`config.mk`:
```
export PLATFORM = sky130hd
export DESIGN_NAME = cellCrossbar
export DESIGN_NICKNAME = d
export VERILOG_FILES = /design/src/rtl/fabricPkg.sv /design/src/rtl/rrArbiter.sv /design/src/rtl/fabricCtrl.sv /design/src/rtl/fabricPath.sv /design/src/rtl/cellCrossbar.sv
export SDC_FILE = /design/constraint.sdc
export NUM_CORES = 1
export LEC_CHECK = 0
export ABC_AREA = 1
export CORE_MARGIN = 10
export CORE_UTILIZATION = 60
export CTS_CLUSTER_SIZE = 12
export DETAILED_ROUTE_END_ITERATION = 10
export GPL_TIMING_DRIVEN = 0
export PLACE_DENSITY = 0.81
export RECOVER_POWER = 100
export SKIP_LAST_GASP = 1
export SYNTH_ARGS = -nofsm -noshare
export SYNTH_HDL_FRONTEND = slang
export SYNTH_SLANG_ARGS = --single-unit
```
`constraint.sdc`:
```
create_clock -name clk -period 3.9 [get_ports clk]
set_input_delay 0.585 -clock clk [delete_from_list [all_inputs] [get_ports clk]]
set_output_delay 0.585 -clock clk [all_outputs]
set_load 0.01 [all_outputs]
```
`src/rtl/fabricPkg.sv`:
```
package fabricPkg;
  localparam int PORTS    = 4;
  localparam int DATA_W   = 8;
  localparam int SEL_W    = $clog2(PORTS);
  localparam int ACT_BIT  = DATA_W - 1;
  localparam int PRIO_BIT = DATA_W - 2;

  typedef enum logic [1:0] {ST_RUN, ST_WAIT, ST_ROUTE} phaseT;

  typedef struct packed {
    logic             act;
    logic             pri;
    logic [SEL_W-1:0] dst;
  } headT;

  typedef struct packed {
    logic [PORTS-1:0][SEL_W-1:0] sel;
    logic [PORTS-1:0]            grantVld;
    logic                        dataEn;
  } strobeT;
endpackage

```
`src/rtl/rrArbiter.sv`:
```
module rrArbiter
  import fabricPkg::*;
#(
  parameter int N = PORTS,
  localparam int SW = $clog2(N)
) (
  input  logic          clk,
  input  logic          rstN,
  input  logic          fire,
  input  logic          clear,
  input  logic [N-1:0]  req,
  output logic          grantVld,
  output logic [SW-1:0] sel
);
  logic [SW-1:0] lastGrant;
  logic [SW-1:0] pick;
  logic          found;

  always_comb begin
    pick  = '0;
    found = 1'b0;
    for (int k = 1; k <= N; k++) begin
      logic [SW-1:0] idx;
      idx = lastGrant + SW'(k);
      if (!found && req[idx]) begin
        pick  = idx;
        found = 1'b1;
      end
    end
  end

  always_ff @(posedge clk or negedge rstN) begin
    if (!rstN) begin
      lastGrant <= SW'(N - 1);
      grantVld  <= 1'b0;
      sel       <= '0;
    end else if (fire) begin
      grantVld <= found;
      if (found) begin
        sel       <= pick;
        lastGrant <= pick;
      end
    end else if (clear) begin
      grantVld <= 1'b0;
    end
  end

  // a pulse with requests always yields a grant
  p_grant_on_request_r5: assert property (@(posedge clk) disable iff (!rstN)
    (fire && (req != '0)) |=> grantVld);
  // a pulse without requests yields none
  p_no_grant_idle_r5: assert property (@(posedge clk) disable iff (!rstN)
    (fire && (req == '0)) |=> !grantVld);
endmodule

```
`src/rtl/fabricCtrl.sv`:
```
module fabricCtrl
  import fabricPkg::*;
(
  input  logic                  clk,
  input  logic                  rstN,
  input  logic                  frameStart,
  input  headT [PORTS-1:0]      heads,
  output strobeT                strobes
);
  phaseT phase, phaseNext;
  logic  anyActive;
  logic  routeD1;
  logic  dataEn;
  logic [PORTS-1:0][PORTS-1:0] reqRaw, reqPri, reqFilt, reqReg;
  logic [PORTS-1:0][SEL_W-1:0] selArr;
  logic [PORTS-1:0]            grantArr;

  always_comb begin
    anyActive = 1'b0;
    for (int i = 0; i < PORTS; i++) anyActive = anyActive | heads[i].act;
  end

  always_comb begin
    phaseNext = phase;
    unique case (phase)
      ST_RUN:   if (frameStart) phaseNext = ST_WAIT;
      ST_WAIT:  if (anyActive)  phaseNext = ST_ROUTE;
      ST_ROUTE: phaseNext = ST_RUN;
      default:  phaseNext = ST_RUN;
    endcase
  end

  // decode and priority filter, one row per output
  always_comb begin
    for (int o = 0; o < PORTS; o++) begin
      for (int i = 0; i < PORTS; i++) begin
        reqRaw[o][i] = heads[i].act && (heads[i].dst == SEL_W'(o));
        reqPri[o][i] = reqRaw[o][i] && heads[i].pri;
      end
      reqFilt[o] = (reqPri[o] != '0) ? reqPri[o] : reqRaw[o];
    end
  end

  always_ff @(posedge clk or negedge rstN) begin
    if (!rstN) begin
      phase   <= ST_RUN;
      reqReg  <= '0;
      routeD1 <= 1'b0;
      dataEn  <= 1'b0;
    end else begin
      phase   <= phaseNext;
      reqReg  <= reqFilt;
      routeD1 <= (phase == ST_ROUTE);
      if (routeD1)         dataEn <= 1'b1;
      else if (frameStart) dataEn <= 1'b0;
    end
  end

  for (genvar o = 0; o < PORTS; o++) begin : g_arb
    rrArbiter #(.N(PORTS)) i_rrArbiter (
      .clk      (clk),
      .rstN     (rstN),
      .fire     (phase == ST_ROUTE),
      .clear    (frameStart),
      .req      (reqReg[o]),
      .grantVld (grantArr[o]),
      .sel      (selArr[o])
    );
  end

  always_comb begin
    strobes.sel      = selArr;
    strobes.grantVld = grantArr;
    strobes.dataEn   = dataEn;
  end

  // the route phase lasts a single cycle
  p_route_single_r8: assert property (@(posedge clk) disable iff (!rstN)
    (phase == ST_ROUTE) |=> (phase == ST_RUN));
  // without a frame pulse the controller stays idle
  p_no_spurious_wait_r8: assert property (@(posedge clk) disable iff (!rstN)
    (phase == ST_RUN && !frameStart) |=> (phase == ST_RUN));
  // output enable opens two cycles after the route phase
  p_enable_after_route_r3: assert property (@(posedge clk) disable iff (!rstN)
    $rose(dataEn) |-> $past(phase == ST_ROUTE, 2));

  // an input never holds more than one output
  for (genvar i = 0; i < PORTS; i++) begin : g_oneWin
    logic [PORTS-1:0] winMap;
    always_comb
      for (int o = 0; o < PORTS; o++)
        winMap[o] = grantArr[o] && (selArr[o] == SEL_W'(i));
    p_single_output_r5: assert property (@(posedge clk) disable iff (!rstN)
      $onehot0(winMap));
  end
endmodule

```
`src/rtl/fabricPath.sv`:
```
module fabricPath
  import fabricPkg::*;
(
  input  logic                          clk,
  input  logic                          rstN,
  input  logic [PORTS-1:0][DATA_W-1:0]  inData,
  input  logic [PORTS-1:0]              ackFromOut,
  input  strobeT                        strobes,
  output headT [PORTS-1:0]              heads,
  output logic [PORTS-1:0][DATA_W-1:0]  outData,
  output logic [PORTS-1:0]              ackToIn
);
  logic [PORTS-1:0][DATA_W-1:0] inReg, dly1, dly2, muxOut;

  always_comb begin
    for (int i = 0; i < PORTS; i++) begin
      heads[i].act = inReg[i][ACT_BIT];
      heads[i].pri = inReg[i][PRIO_BIT];
      heads[i].dst = inReg[i][SEL_W-1:0];
    end
  end

  always_comb begin
    for (int o = 0; o < PORTS; o++)
      muxOut[o] = (strobes.dataEn && strobes.grantVld[o]) ? dly2[strobes.sel[o]] : '0;
  end

  always_comb begin
    for (int i = 0; i < PORTS; i++) begin
      ackToIn[i] = 1'b0;
      for (int o = 0; o < PORTS; o++)
        if (strobes.grantVld[o] && strobes.sel[o] == SEL_W'(i))
          ackToIn[i] = ackToIn[i] | ackFromOut[o];
    end
  end

  always_ff @(posedge clk or negedge rstN) begin
    if (!rstN) begin
      inReg   <= '0;
      dly1    <= '0;
      dly2    <= '0;
      outData <= '0;
    end else begin
      inReg   <= inData;
      dly1    <= inReg;
      dly2    <= dly1;
      outData <= muxOut;
    end
  end

  // an acknowledgement only flows over a granted route
  p_ack_needs_grant_r6: assert property (@(posedge clk) disable iff (!rstN)
    (ackToIn != '0) |-> (strobes.grantVld != '0));
  // selections do not move while data is flowing
  p_sel_stable_r9: assert property (@(posedge clk) disable iff (!rstN)
    (strobes.dataEn && $past(strobes.dataEn)) |-> $stable(strobes.sel));
  // with the path closed the outputs are quiet next cycle
  p_out_quiet_r7: assert property (@(posedge clk) disable iff (!rstN)
    !strobes.dataEn |=> (outData == '0));
endmodule

```
`src/rtl/cellCrossbar.sv`:
```
module cellCrossbar
  import fabricPkg::*;
(
  input  logic                          clk,
  input  logic                          rstN,
  input  logic                          frameStart,
  input  logic [PORTS-1:0][DATA_W-1:0]  inData,
  input  logic [PORTS-1:0]              ackFromOut,
  output logic [PORTS-1:0][DATA_W-1:0]  outData,
  output logic [PORTS-1:0]              ackToIn
);
  strobeT           strobes;
  headT [PORTS-1:0] heads;

  fabricCtrl i_fabricCtrl (
    .clk        (clk),
    .rstN       (rstN),
    .frameStart (frameStart),
    .heads      (heads),
    .strobes    (strobes)
  );

  fabricPath i_fabricPath (
    .clk        (clk),
    .rstN       (rstN),
    .inData     (inData),
    .ackFromOut (ackFromOut),
    .strobes    (strobes),
    .heads      (heads),
    .outData    (outData),
    .ackToIn    (ackToIn)
  );
endmodule

```
Yosys cells after proc, flatten, opt, wreduce, memory -nomap -nowiden

Index checks and enable logic that the tools add are counted.

Register bits after elaboration: 168
Input bits: 39
Output and inout port bits: 36
Word-level logic and storage cells: 311

$add $sub $neg: 12
Magnitude comparators: 20
Eq/ne operators: 28
Multiplexer cells: 105
Bitwise logic cells: 15
Reduce and logical (&&, ||, !) cells: 96

Operators with widths:

| cell                                                                         | number |
|---|---|
| 8-bit binary-select mux with 2-bit select                                    | 4 |
| 1-bit logical AND                                                            | 64 |
| 8-bit two-way mux                                                            | 8 |
| 2-bit by 3-bit less-than comparator with 1-bit output, second input constant | 20 |
| 1-bit two-way mux                                                            | 54 |
| 2-bit two-way mux                                                            | 18 |
| 2-bit == test, second input constant                                         | 17 |
| 1-bit binary-select mux with 2-bit select                                    | 16 |
| 2-bit by 1-bit == test with 1-bit output, second input constant              | 9 |
| 2-bit logical NOT                                                            | 9 |
| 2-bit adder, second input constant                                           | 8 |
| 4-bit two-way mux                                                            | 4 |
| 4-bit nonzero test                                                           | 4 |
| 1-bit bitwise OR                                                             | 15 |
| 1-bit logical NOT                                                            | 12 |
| 2-bit AND reduction                                                          | 5 |
| 2-bit by 1-bit adder with 2-bit output, second input constant                | 4 |
| 2-bit one-hot mux with 2 select lines                                        | 1 |
| 2-bit nonzero test                                                           | 2 |
| 2-bit by 1-bit != test with 1-bit output, second input constant              | 1 |
| 2-bit != test, second input constant                                         | 1 |

Logic depth before layout (Yosys ltp)

Word-level depth: 14
Mapped depth: 12
Depth with buffers taken out: 11

Hierarchy

Synthesis repeated with hierarchy kept, for this count alone.

Cells, all modules: 928
Area, all modules: 8142.8 µm²

Modules (own cells, without submodules):

| module     | times used | cells an instance | area an instance (µm²) | sequential area each (µm²) |
|---|---|---|---|---|
| fabricPath | 1          | 470               | 4817.1                 | 3203.1 |
| rrArbiter  | 4          | 81                | 580.6                  | 127.6 |
| fabricCtrl | 1          | 134               | 1003.5                 | 500.5 |

Least setup slack after synthesis

OpenSTA, ideal clock, no wires.

Kind: flip-flop to output port
From: register i_fabricCtrl.g_arb[2].i_rrArbiter.sel[1]
To: output ackToIn[1]
Data arrival time: 1.084 ns
Required time: 3.315 ns
Slack: 2.231 ns
Cell stages (with the launch flop): 5
Buffers on the path: 1
Path through: dfrtp_1 > clkbuf_1 > nor2_1 > a22oi_1 > nand2_1

Cells in the longest elaborated chain, start to end: 5

RTL lines:

| item                                         | line               | text |
|---|---|---|
| from (decl)                                  | rrArbiter.sv:13    | `output logic [SW-1:0] sel` |
| from (signal assigned)                       | rrArbiter.sv:40    | `sel <= pick;` |
| 2-bit by 1-bit == test with 1-bit output (*) | fabricPath.sv:32   | `if (strobes.grantVld[o] && strobes.sel[o] == SEL_W'(i))` |
| 1-bit logical AND (*)                        | fabricPath.sv:32   |  |
| 1-bit two-way mux (*)                        | fabricPath.sv:32   |  |
| 1-bit bitwise OR                             | fabricPath.sv:33   | `ackToIn[i] = ackToIn[i] \| ackFromOut[o];` |
| 1-bit two-way mux (*)                        | fabricPath.sv:32   |  |
| to (decl)                                    | cellCrossbar.sv:10 | `output logic [PORTS-1:0] ackToIn` |

Mark *: on every way between the ends. The rest lies on a longest branch, timed or not.

Final worst setup path

Same ends and word-level chain as after synthesis.

==> flow_summary.json <==
{
  "status": "finished, violations left",
  "violations": "max-capacitance violations, max-slew violations",
  "rsz0062_at_grt": "no",
  "synth_edf_count": 0,
  "critPathLaunchType": "flop",
  "portBuffers": 74,
  "drt-vias-per-instance": 5.56,
  "switching_share_pct": 37.3,
  "worst_pin_slew_ns": 1.79,
  "finalSetupViolations": 0,
  "antenna_cells": 0,
  "fin_nets": 811,
  "cts_tree": "yes",
  "intPower_mw": 3.33,
  "area_growth_pct": 21.3,
  "max-vdd-ir-drop_v": 0.000479,
  "yosys_warnings": 0,
  "ys_top_cells_by_count": "nand2_1, dfrtp_1, inv_1",
  "worst_clock_skew_ns": 0.00931,
  "synth_area_sq_um": 6730,
  "async_flop_share_pct": 100,
  "synth_area_leaders": "dfrtp_1, nand2_1, a221oi_1",
  "clock_path_buffers": 2,
  "maxCapViolCount": 1,
  "fmax_mhz": 310,
  "grt_pass1_vias": 5082,
  "fin_crit_ns": 3.22,
  "cts_max_level": 4,
  "drc": 0,
  "relSlewSlack_pct": -19.4,
  "syn_inst": 678,
  "pwr-share-seq_pct": 39.1,
  "drv_slew": 76,
  "routed_wl_mm": 15.7,
  "firstDrtPassIters": 5,
  "yosys_register_bits": 168,
  "p_per_area_nw_per_um2": 651,
  "syn_area_per_cell_sq_um": 9.92,
  "initial_core_util_pct": 61.8,
  "dieArea_sq_um": 15900,
  "combPwrFrac_pct": 31.4,
  "dp_hpwl_mm": 11.2,
  "path_max_fanout": 9,
  "synth.most_common_cell": "nand2_1",
  "first_iter_violations": 380,
  "insertion_delay_ns": 0.53,
  "post_cts_buffers": 0,
  "yosysTopAreaCell": "dfrtp_1",
  "wl_per_cell_microns": 16.9,
  "final-hold-violation-count": 0,
  "yosysTopAreaCellShare_pct": 59.5,
  "ys.flop_type": "dfrtp_1",
  "synth_cell_types": 34,
  "grt_pass1_wl_mm": 25.2,
  "power_frac_clock_pct": 29.5,
  "cts-buffers-inserted": 17,
  "vias": 5147,
  "critPathKind": "reg2out",
  "fin_crit_sh_pct": 82.6,
  "setup-tns-final_ns": 0,
  "cp.required_ns": 3.31,
  "die_w_microns": 126,
  "ctsResizeCount": 0,
  "grt.total_usage_pct": 19.6,
  "synth_seq_area_share_pct": 62.6,
  "gp_congestion": 0.878,
  "root_buffer": "clkbuf_8",
  "core_area_sq_um": 10900,
  "antenna_found_initial": 0,
  "power.leakage_nw": 4.02,
  "gr-total-overflow": 0,
  "hold_buffers": 0,
  "crit_path_end_kind": "output pin",
  "hp-class": "reg2reg",
  "place_area_sq_um": 7670,
  "rows": 38,
  "p_total_mw": 5.31,
  "dp_slack_ns": 1.28,
  "synth_nets": 717,
  "drive_gt1_share_pct": 9.43,
  "die_h_microns": 126,
  "num_io_pins": 75,
  "antenna_left": 0,
  "setup_ws_ns": 0.678,
  "final_util_pct": 75.0,
  "design_area_sq_um": 8160,
  "arrival_ns": 2.64,
  "clk_pin_slew_worst_paths_ns": 0.07,
  "grt_max_degree": 94,
  "clock_sinks": 168,
  "p_sw_mw": 1.98
}
==> sequential cells by signal (all words and copies together), names as in the netlist, 8 cells and up <==
| register | cells |
|---|---|
| i_fabricPath.dly1 | 32 |
| i_fabricPath.dly2 | 32 |
| i_fabricPath.outData | 32 |
| i_fabricCtrl.reqReg | 16 |
| i_fabricPath.heads | 16 |
| i_fabricPath.inReg | 16 |
| i_fabricCtrl.g_arb.i_rrArbiter.lastGrant | 8 |
| i_fabricCtrl.g_arb.i_rrArbiter.sel | 8 |
==> layer usage <==
metal / up-vias / track usage (%) / part of all wire, %
met1: 2399 / 25.1 / 41
met2: 250 / 31.2 / 48
met4: 0 / 6.97 / 2.0
li1: 2462 / - / -
met3: 36 / 5.70 / 8.9
met5: - / 0 / 0
==> power by group through the flow <==
stage	Combinational (mW)	Clock (mW)	Sequential (mW)
after floorplan	1.23	0	2.09
after global placement	1.66	0	2.11
after detailed placement	1.72	0	2.11
after CTS	1.74	1.59	2.09
after global routing	1.84	1.67	2.10
final	1.67	1.57	2.08
==> metrics by stage <==
step	cells	hold slack [ns]
floorplan	678	0.289
global placement	892	0.332
detailed placement	893	0.335
CTS	925	0.0748
global route	925	0.352
finish	925	0.348
==> critical path, stage by stage (launching register included) <==
cell and delay (ns):
dfrtp_1 0.36, clkbuf_1 0.15, nor2_1 0.64, a22oi_1 0.20, nand2_1 0.14, dlygate4sd3_1 0.61
==> worst paths after layout <==
| path | slack [ns] | cells past startpoint | start | to |
|---|---|---|---|---|
| setup / recovery | 0.68 | 5 | i_fabricCtrl.g_arb[2].i_rrArbiter.sel[1]$_DFFE_PN0P_ | ackToIn[1] |
| hold / removal | 0.35 | 0 | i_fabricPath.dly1[22]$_DFF_PN0_ | i_fabricPath.dly2[22]$_DFF_PN0_ |
| setup reg to reg | 1.68 | 12 | i_fabricCtrl.g_arb[2].i_rrArbiter.lastGrant[0]$_DFFE_PN1P_ | i_fabricCtrl.g_arb[2].i_rrArbiter.sel[0]$_DFFE_PN0P_ |
| hold reg to reg | 0.35 | 0 | i_fabricPath.dly1[22]$_DFF_PN0_ | i_fabricPath.dly2[22]$_DFF_PN0_ |
| max in group asynchronous | 2.19 | 2 | rstN | i_fabricCtrl.g_arb[3].i_rrArbiter.lastGrant[1]$_DFFE_PN1P_ |
| min in group asynchronous | 0.52 | 1 | rstN | i_fabricPath.dly1[27]$_DFF_PN0_ |
==> cell usage in the layout (no fill, tap or decap), types with 3 or more instances in the layout <==
cell type / Yosys / final
a21boi_0: 7 / 7
a21oi_1: 11 / 11
a221oi_1: 32 / 32
clkbuf_1: 4 / 9
clkbuf_16: 0 / 16
clkdlybuf4s50_1: 0 / 4
dfrtp_1: 160 / 160
dfstp_2: 8 / 6
dlygate4sd3_1: 0 / 69
inv_1: 66 / 68
inv_2: 10 / 8
inv_6: 1 / 5
inv_8: 0 / 6
nand2_1: 169 / 175
nand2_2: 23 / 17
nand2_4: 4 / 4
nand3_1: 28 / 29
nand3_2: 4 / 3
nand3b_1: 4 / 4
nand4_1: 6 / 6
nor2_1: 62 / 66
nor3_1: 8 / 8
o21ai_0: 11 / 11
o21ai_1: 5 / 5
o22ai_1: 34 / 34
==> area by class of cell <==
cell class	instances	area [sq um]
clock buffers	18	418
fillers	731	2730
clock inverters	14	150
flip-flops and latches	168	4210
multi-input cells	424	2110
plain buffers	8	30.0
inverters	78	299
repair buffers	75	763
well taps	140	175
==> cells by family after synthesis <==
family	after synthesis	synth area share [%]
buffers and inverters	86	5.30
AOI/OAI and AO/OA	112	11.5
DFF	168	62.6
and+or+nand+nor	312	20.6
(Power assumes the default switching activity.)
